==> src/rtl/rfa_pkg.sv <==
package rfa_pkg;

    localparam int WORD_W    = 16;
    localparam int BYTE_W    = 8;
    localparam int LANES     = WORD_W / BYTE_W;
    localparam int NUM_WORDS = 8;
    localparam int NUM_PAIRS = 4;
    localparam int IDX_W     = $clog2(NUM_WORDS);
    localparam int PAIR_W    = $clog2(NUM_PAIRS);

    typedef enum logic {
        ACC_BYTE = 1'b0,
        ACC_WORD = 1'b1
    } acc_size_e;

    typedef logic [WORD_W-1:0] word_t;
    typedef logic [BYTE_W-1:0] byte_t;
    typedef logic [IDX_W-1:0]  idx_t;

    typedef struct packed {
        acc_size_e size;
        idx_t      idx;
    } rd_req_t;

    typedef struct packed {
        logic      en;
        acc_size_e size;
        idx_t      idx;
        word_t     data;
    } wr_req_t;

    // Decoded write: one-hot word select, per-lane enables, lane-aligned data
    typedef struct packed {
        logic [NUM_WORDS-1:0] sel;
        logic [LANES-1:0]     lane;
        word_t                data;
    } wr_cmd_t;

    // Word that holds a byte index
    function automatic idx_t byte_home(input idx_t idx);
        return idx_t'(idx[PAIR_W-1:0]);
    endfunction

    // Byte index selects the upper half when its top bit is set
    function automatic logic byte_upper(input idx_t idx);
        return idx[IDX_W-1];
    endfunction

endpackage

==> src/rtl/rfa_write_decode.sv <==
module rfa_write_decode
    import rfa_pkg::*;
(
    input  wr_req_t req,
    output wr_cmd_t cmd
);

    always_comb begin
        cmd.sel  = '0;
        cmd.lane = '0;
        cmd.data = req.data;
        if (req.en) begin
            if (req.size == ACC_WORD) begin
                cmd.sel[req.idx] = 1'b1;
                cmd.lane         = '1;
            end else begin
                cmd.sel[byte_home(req.idx)] = 1'b1;
                cmd.data = {LANES{req.data[BYTE_W-1:0]}};
                if (byte_upper(req.idx)) begin
                    cmd.lane = LANES'(2'b10);
                end else begin
                    cmd.lane = LANES'(2'b01);
                end
            end
        end
    end

endmodule

==> src/rtl/rfa_storage.sv <==
module rfa_storage
    import rfa_pkg::*;
#(
    parameter int N_WORDS = NUM_WORDS
) (
    input  logic                            clk,
    input  logic                            rst,
    input  wr_cmd_t                         cmd,
    output logic [N_WORDS-1:0][WORD_W-1:0]  words
);

    for (genvar w = 0; w < N_WORDS; w++) begin : g_word
        for (genvar l = 0; l < LANES; l++) begin : g_lane
            always_ff @(posedge clk) begin
                if (rst) begin
                    words[w][l*BYTE_W +: BYTE_W] <= '0;
                end else if (cmd.sel[w] && cmd.lane[l]) begin
                    words[w][l*BYTE_W +: BYTE_W] <= cmd.data[l*BYTE_W +: BYTE_W];
                end
            end
        end
    end

endmodule

==> src/rtl/rfa_read_port.sv <==
module rfa_read_port
    import rfa_pkg::*;
#(
    parameter int N_WORDS = NUM_WORDS
) (
    input  logic [N_WORDS-1:0][WORD_W-1:0] words,
    input  rd_req_t                        req,
    output word_t                          data
);

    word_t home;

    always_comb begin
        home = words[byte_home(req.idx)];
        if (req.size == ACC_WORD) begin
            data = words[req.idx];
        end else if (byte_upper(req.idx)) begin
            data = {{(WORD_W-BYTE_W){1'b0}}, home[WORD_W-1 -: BYTE_W]};
        end else begin
            data = {{(WORD_W-BYTE_W){1'b0}}, home[BYTE_W-1:0]};
        end
    end

endmodule

==> src/rtl/aliasreg_file.sv <==
module aliasreg_file
    import rfa_pkg::*;
#(
    parameter int N_RD = 2
) (
    input  logic        clk,
    input  logic        rst,
    input  logic        wr_en,
    input  logic        wr_size,
    input  logic [2:0]  wr_idx,
    input  logic [15:0] wr_data,
    input  logic        ra_size,
    input  logic [2:0]  ra_idx,
    output logic [15:0] ra_data,
    input  logic        rb_size,
    input  logic [2:0]  rb_idx,
    output logic [15:0] rb_data,
    output logic [7:0]  acc_lo
);

    wr_req_t                            wreq;
    wr_cmd_t                            wcmd;
    logic [NUM_WORDS-1:0][WORD_W-1:0]   words;
    rd_req_t                            rreq [N_RD];
    word_t                              rdat [N_RD];

    assign wreq.en   = wr_en;
    assign wreq.size = acc_size_e'(wr_size);
    assign wreq.idx  = wr_idx;
    assign wreq.data = wr_data;

    rfa_write_decode u_wdec (
        .req (wreq),
        .cmd (wcmd)
    );

    rfa_storage #(.N_WORDS(NUM_WORDS)) u_store (
        .clk   (clk),
        .rst   (rst),
        .cmd   (wcmd),
        .words (words)
    );

    assign rreq[0].size = acc_size_e'(ra_size);
    assign rreq[0].idx  = ra_idx;
    assign rreq[1].size = acc_size_e'(rb_size);
    assign rreq[1].idx  = rb_idx;

    for (genvar p = 0; p < N_RD; p++) begin : g_rd
        rfa_read_port #(.N_WORDS(NUM_WORDS)) u_rp (
            .words (words),
            .req   (rreq[p]),
            .data  (rdat[p])
        );
    end

    assign ra_data = rdat[0];
    assign rb_data = rdat[1];
    assign acc_lo  = words[0][BYTE_W-1:0];

endmodule

==> config.mk <==
export PLATFORM = sky130hd
export DESIGN_NAME = aliasreg_file
export DESIGN_NICKNAME = d
export VERILOG_FILES = /design/src/rtl/rfa_pkg.sv /design/src/rtl/rfa_write_decode.sv /design/src/rtl/rfa_storage.sv /design/src/rtl/rfa_read_port.sv /design/src/rtl/aliasreg_file.sv
export SDC_FILE = /design/constraint.sdc
export NUM_CORES = 1
export LEC_CHECK = 0
export ABC_AREA = 1
export CORE_AREA = 4 4 138 140
export DETAILED_ROUTE_END_ITERATION = 12
export DIE_AREA = 0 0 142 144
export PLACE_DENSITY = 0.69
export SYNTH_ARGS = -nofsm -noshare
export SYNTH_HDL_FRONTEND = slang
export SYNTH_HIERARCHICAL = 1
export SYNTH_SLANG_ARGS = --single-unit
==> constraint.sdc <==
create_clock -name clk -period 1.5 [get_ports clk]
set_input_delay 0.15 -clock clk [delete_from_list [all_inputs] [get_ports clk]]
set_output_delay 0.15 -clock clk [all_outputs]
set_load 0.01 [all_outputs]
==> results of run 1 <==
timing repair:
item                                    4_1_cts  5_1_grt
resized for setup                           300      130
endpoints found under the setup margin       40       32
setup buffers                                 1       11
hold endpoints to repair                      0        0
gates cloned                                  0        0
pin swaps                                    39       76
layout by cell type (no fill, tap or decap), drive strengths merged:
cell type / n
nand2: 540
nor2: 402
inv: 211
buf: 132
dfxtp: 128
nand3: 109
o21ai: 72
clkdlybuf4s50: 25
clkbuf: 18
dlygate4sd2: 10
a21oi: 10
bufinv: 7
clkinv: 5
clkinvlp: 3
dlymetal6s2s: 1
worst max-delay path by stage:
stage / startpoint / endpoint / slack (ns) / cells after the start
after floorplan: wr_size / u_store/words[10] / 0.43 / 7
after global placement: rb_idx[1] / rb_data[1] / -0.61 / 10
after detailed placement: rb_idx[1] / rb_data[1] / -0.64 / 10
after CTS: u_store/words[40] / ra_data[8] / -0.11 / 8
after global routing: u_store/words[78] / rb_data[14] / -0.17 / 7
final: u_store/words[24] / ra_data[8] / -0.09 / 8
cell families (layout without fill, tap and decap cells):
logic type | after synthesis | after routing | synth area share
buffers and inverters | 321 | 412 | 0.180
AND/OR/NAND/NOR | 1051 | 1051 | 0.481
AO/OA/AOI/OAI | 82 | 82 | 0.0468
flip-flops | 128 | 128 | 0.292
stage by stage:
step | worst slack, ns | total power [mW]
2_1_floorplan | 0.427 | 4.55
3_3_place_gp | -0.606 | 5.24
3_5_place_dp | -0.641 | 5.25
4_1_cts | -0.106 | 10.2
5_1_grt | -0.165 | 10.7
6_report | -0.0886 | 10.3
layer usage:
layer,wire (microns),up-vias,global-route usage
met5,7,-,0
met4,729,2,0.106
met3,2670,63,0.0648
met2,13100,450,0.437
met1,12500,4251,0.383
li1,-,4809,-
layout make-up:
type	count	area share
clock buffer	18	0.0391
multi-input combinational	1133	0.457
timing repair buffer	168	0.144
clock inverter	13	0.0231
inverter	213	0.0722
sequential	128	0.239
tap	229	0.0255
where the power goes:
part           switching [mW]  internal (mW)  leakage, nW
logic                    1.08          0.738         4.58
registers              0.0634           3.47         1.08
clock network            1.65           3.33        0.332
critical path, stage by stage, from the launching register on:
cell and delay [ns]:
dfxtp_2 0.35, nand2_1 0.06, nand3_1 0.10, nand2_2 0.07, buf_6 0.11, nand2_2 0.05
nand2_2 0.05, nor2_1 0.09, buf_2 0.14
==> impl_metrics.py, run 1 <==
metrics = {
    "grt": {
        "antenna_violations_before_repair": 1,
        "grt_start_max_net_pins": 35,
        "grt.overflow.total": 0,
        "globalRouteTotalUtil": 0.281,
        "grt_first_pass_wirelength_mm": 45.3,
        "first_global_vias": 8521,
    },
    "cells_and_area": {
        "total_area_of_multi_input_combinational_cells_sq_um": 5140,
        "largest_reg_flops": 128,
        "diodes": 0,
        "top_regs": "u_store/words (128)",
        "filler_cell_count": 1629,
        "final_core_util": 0.630,
        "layout.area.seq_sq_um": 2690,
        "fin_area_sq_um": 11200,
        "final_cell_count_no_fill": 1902,
        "layout-drive-gt1-share": 0.255,
        "final_nets": 1692,
        "register_with_the_most_flip_flops": "u_store/words",
        "area_growth_syn_to_layout_pct": 28.3,
    },
    "floorplanning": {
        "start_util": 0.491,
        "pin_count": 71,
        "rows": 49,
        "fp.coreArea_sq_um": 17800,
        "floorplan.die.height_microns": 144,
        "die-area_sq_um": 20400,
        "die_width_microns": 142,
    },
    "clock_network": {
        "clock-sinks": 128,
        "clk_latency_ns": 0.43,
        "cell_at_the_root_of_the_clock_tree": "clkbuf_16",
        "cts_tree": "yes",
        "path_clk_slew_ns": 0.06,
        "cts.path.max_buffers": 2,
        "h_tree_level_count": 4,
        "hold_buffers": 0,
        "cts-buffers-inserted": 17,
    },
    "synth": {
        "syn-cell-area_sq_um": 8760,
        "synthesis.nets": 1613,
        "synthesis_stage_register_bit_count": 128,
        "synth-seq-area-share": 0.292,
        "synth_cells": 1582,
        "ys_top_cells_by_area": "dfxtp_1, nand2_1, nor2_1",
        "synthFlopType": "dfxtp_1",
        "post-synth-top-area-cell": "dfxtp_1",
        "post_synth_most_frequent_cells": "nand2_1, nor2_1, inv_1",
        "synth_top_area_share": 0.292,
        "synth_edf_count": 0,
        "synthArstFlopShare": 0,
        "yosysMostFrequentCell": "nand2_1",
        "post_synth.cell_area_avg_sq_um": 5.54,
        "post_synth_num_cell_types": 18,
        "ys_warnings": 6,
    },
    "min_path": {
        "start_point_of_the_worst_min_delay_path": "wr_data[5]",
        "min_path_type": "input pin to flip-flop",
        "hold-path-cell-count": 4,
        "worstHoldEndpoint": "u_store/words[37]",
    },
    "setup_path": {
        "worst-endpoint-required_ns": 1.35,
        "worst_reg_to_reg_setup_slack_ns": 0.72,
        "timing.critical_path.fanout_max": 3,
        "critPathCaptureType": "output port",
        "element_type_at_the_critical_path_start": "flip-flop",
        "critical_path_arrival_ns": 1.44,
        "r2r.worst_path.cells": 5,
        "timing_worst_setup_path_type": "flip-flop to output port",
        "rr_startpoint": "u_store/words[15]",
        "worstReg2RegEnd": "u_store/words[15]",
    },
    "timing": {
        "finalMaxSlewViolations": 0,
        "fin_crit_sh": 1.06,
        "hold_slack_ns": 0.508,
        "fmaxAchievable_mhz": 629,
        "setup_slack_ns": -0.0886,
        "worstMarginPinSlew_ns": 0.384,
        "hold_viol_final": 0,
        "skew_ns": 0,
        "finalSetupTns_ns": -0.903,
        "layout_min_cycle_time_ns": 1.59,
        "maxSlewHeadroom": 0.744,
        "rsz0062_at_grt": "true",
        "setup_viol": 26,
    },
    "pwr": {
        "vdd_ir_drop_max_mv": 0.771,
        "power.static_leakage_nw": 5.99,
        "power.density_nw_per_um2": 919,
    },
    "place": {
        "placed_cells": 1859,
        "detailed_place.area_sq_um": 9850,
        "port-buffer-count": 70,
        "dpl.hpwl_mm": 19.7,
        "routabilityCongestion": 0.938,
    },
    "drt": {
        "violation_count_after_the_first_detailed_routing_iteration": 1333,
        "drc": 0,
        "vias_per_cell": 5.03,
        "routed_wire_length_per_instance_microns": 15.2,
        "vias": 9575,
        "postRouteAntennaNets": 0,
        "drtPass1Iterations": 6,
        "drt-total-wl_mm": 29.0,
    },
    "status": {
        "violations": "negative setup slack",
        "run_status": "finished, violations left",
    },
    "run": {
        "max_cap_violations": 0,
    },
}
Note: power is estimated with default switching activity, not from simulation.
==> run 2: changes to the inputs <==
--- a/config.mk
+++ b/config.mk
@@ -6,10 +6,11 @@
 export NUM_CORES = 1
 export LEC_CHECK = 0
 export ABC_AREA = 1
-export CORE_AREA = 4 4 138 140
+export CAP_MARGIN = 20
+export CORE_AREA = 4 4 151 109
 export DETAILED_ROUTE_END_ITERATION = 12
-export DIE_AREA = 0 0 142 144
-export PLACE_DENSITY = 0.69
+export DIE_AREA = 0 0 155 113
+export PLACE_DENSITY = 0.8
 export SYNTH_ARGS = -nofsm -noshare
 export SYNTH_HDL_FRONTEND = slang
 export SYNTH_HIERARCHICAL = 1
==> impl_metrics.py, run 2 (synthesis gave the netlist of run 1 again) <==
metrics = {
    "timing": {
        "hold_slack_ns": 0.497,
        "fmaxAchievable_mhz": 628,
        "skew_ns": 0,
        "setup_slack_ns": -0.0929,
        "finalSetupTns_ns": -1.13,
        "layout_min_cycle_time_ns": 1.59,
        "rsz0062_at_grt": "true",
        "fin_crit_sh": 1.06,
        "hold_viol_final": 0,
        "worstMarginPinSlew_ns": 0.380,
        "finalMaxSlewViolations": 0,
        "setup_viol": 29,
        "maxSlewHeadroom": 0.747,
    },
    "drt": {
        "postRouteAntennaNets": 0,
        "drc": 0,
        "drtPass1Iterations": 8,
        "vias": 9894,
        "drt-total-wl_mm": 30.3,
        "vias_per_cell": 5.28,
        "violation_count_after_the_first_detailed_routing_iteration": 1288,
        "routed_wire_length_per_instance_microns": 16.2,
    },
    "setup_path": {
        "critical_path_arrival_ns": 1.44,
        "worst-endpoint-required_ns": 1.35,
        "rr_startpoint": "u_store/words[96]",
        "crit_chain": "dlygate4sd2_1 -> inv_2 -> buf_12 -> buf_12 -> nand3_1 -> nand2_1 -> buf_4 -> nand2_2 -> nand2_2 -> nor2_2 -> buf_2",
        "critPathCaptureType": "output port",
        "cp_num_buf_inv": 6,
        "critPathMaxStageDelay_ns": 0.27,
        "worst_reg_to_reg_setup_slack_ns": 0.69,
        "r2r.worst_path.cells": 5,
        "timing.critical_path.fanout_max": 7,
        "worstReg2RegEnd": "u_store/words[96]",
        "cp_slowest_cell": "dlygate4sd2_1",
        "timing_worst_setup_path_type": "input pin to output port",
        "cpLargestDelayFamily": "buffers and inverters",
        "setup.worst_path.start": "rb_idx[1]",
        "element_type_at_the_critical_path_start": "input pin",
    },
    "min_path": {
        "start_point_of_the_worst_min_delay_path": "wr_data[0]",
        "hold-path-cell-count": 4,
        "worstHoldEndpoint": "u_store/words[32]",
        "min_path_type": "input pin to flip-flop",
    },
    "place": {
        "routabilityCongestion": 0.970,
        "dpl.hpwl_mm": 20.4,
        "detailed_place.area_sq_um": 9870,
        "port-buffer-count": 70,
        "detailedPlace.worstSlack_ns": -0.627,
    },
    "grt": {
        "grt_first_pass_wirelength_mm": 47.1,
        "first_global_vias": 9081,
        "antenna_violations_before_repair": 0,
        "grt.overflow.total": 0,
        "grt_start_max_net_pins": 46,
        "globalRouteTotalUtil": 0.341,
    },
    "floorplanning": {
        "start_util": 0.578,
        "floorplan.die.height_microns": 113,
        "rows": 38,
        "fp.coreArea_sq_um": 15200,
        "die_width_microns": 155,
        "pin_count": 71,
        "die-area_sq_um": 17500,
    },
    "cells_and_area": {
        "fin_area_sq_um": 11100,
        "final_core_util": 0.735,
        "largest_reg_flops": 128,
        "register_with_the_most_flip_flops": "u_store/words",
        "final_nets": 1693,
        "top_regs": "u_store/words (128)",
        "diodes": 0,
        "layout-drive-gt1-share": 0.242,
        "layout_common_cells": "nand2_1, nor2_1, inv_1, dfxtp_2, buf_4",
        "area_growth_syn_to_layout_pct": 27.2,
        "mostFrequentLayoutCell": "nand2_1",
    },
    "pwr": {
        "power.static_leakage_nw": 5.99,
        "power.density_nw_per_um2": 884,
        "vdd_ir_drop_max_mv": 0.546,
    },
    "clock_network": {
        "cts.path.max_buffers": 2,
        "path_clk_slew_ns": 0.06,
        "clock-sinks": 128,
        "cts_tree": "yes",
        "cell_at_the_root_of_the_clock_tree": "clkbuf_16",
        "clk_latency_ns": 0.43,
        "cts-buffers-inserted": 17,
        "h_tree_level_count": 4,
        "hold_buffers": 0,
    },
    "run": {
        "max_cap_violations": 0,
    },
    "status": {
        "violations": "negative setup slack",
        "run_status": "finished, violations left",
    },
}
run 2: layout make-up:
class / instances / area, sq um
sequential: 128 / 2710
tap: 200 / 250
fill: 1274 / 4020
inverter: 213 / 810
clock inverter: 14 / 205
timing repair buffer: 169 / 1680
clock buffer: 18 / 429
multi-input combinational: 1133 / 5060
run 2: tightest hold or removal path, cell delays in order:
cell and delay [ns]:
clkdlybuf4s50_1 0.41, buf_4 0.18, nor2_1 0.10, nor2_1 0.05
run 2: report_power, final:
part           switching (mW)  internal [mW]
sequential             0.0694           3.45
combinational            1.08          0.730
clock                    1.70           2.81
total                    2.85           7.00
run 2: worst max-delay path by stage:
stage,endpoint,cells past startpoint
final,rb_data[11],11
after global routing,rb_data[11],8
after CTS,rb_data[11],8
after detailed placement,rb_data[9],9
after global placement,rb_data[9],9
after floorplan,u_store/words[10],7
run 2: routing by layer:
| layer | vias to the layer above | track usage | share of wire |
|---|---|---|---|
| li1 | 4817 | - | - |
| met1 | 4393 | 0.478 | 0.43 |
| met2 | 582 | 0.500 | 0.41 |
| met3 | 102 | 0.0875 | 0.12 |
| met4 | 0 | 0.135 | 0.039 |
| met5 | - | 0 | 0 |
run 2: timing repair:
action,4_1_cts,5_1_grt
pin swaps,70,52
setup buffers,7,2
gates resized for setup,288,111
setup endpoints to repair,40,37
cloned,1,2
run 2: through the flow:
| stage | power [mW] | instances |
|---|---|---|
| 6_report | 9.85 | 1875 |
| 3_3_place_gp | 5.24 | 1831 |
| 3_5_place_dp | 5.26 | 1831 |
| 5_1_grt | 10.2 | 1875 |
| 2_1_floorplan | 4.55 | 1582 |
| 4_1_cts | 9.75 | 1871 |
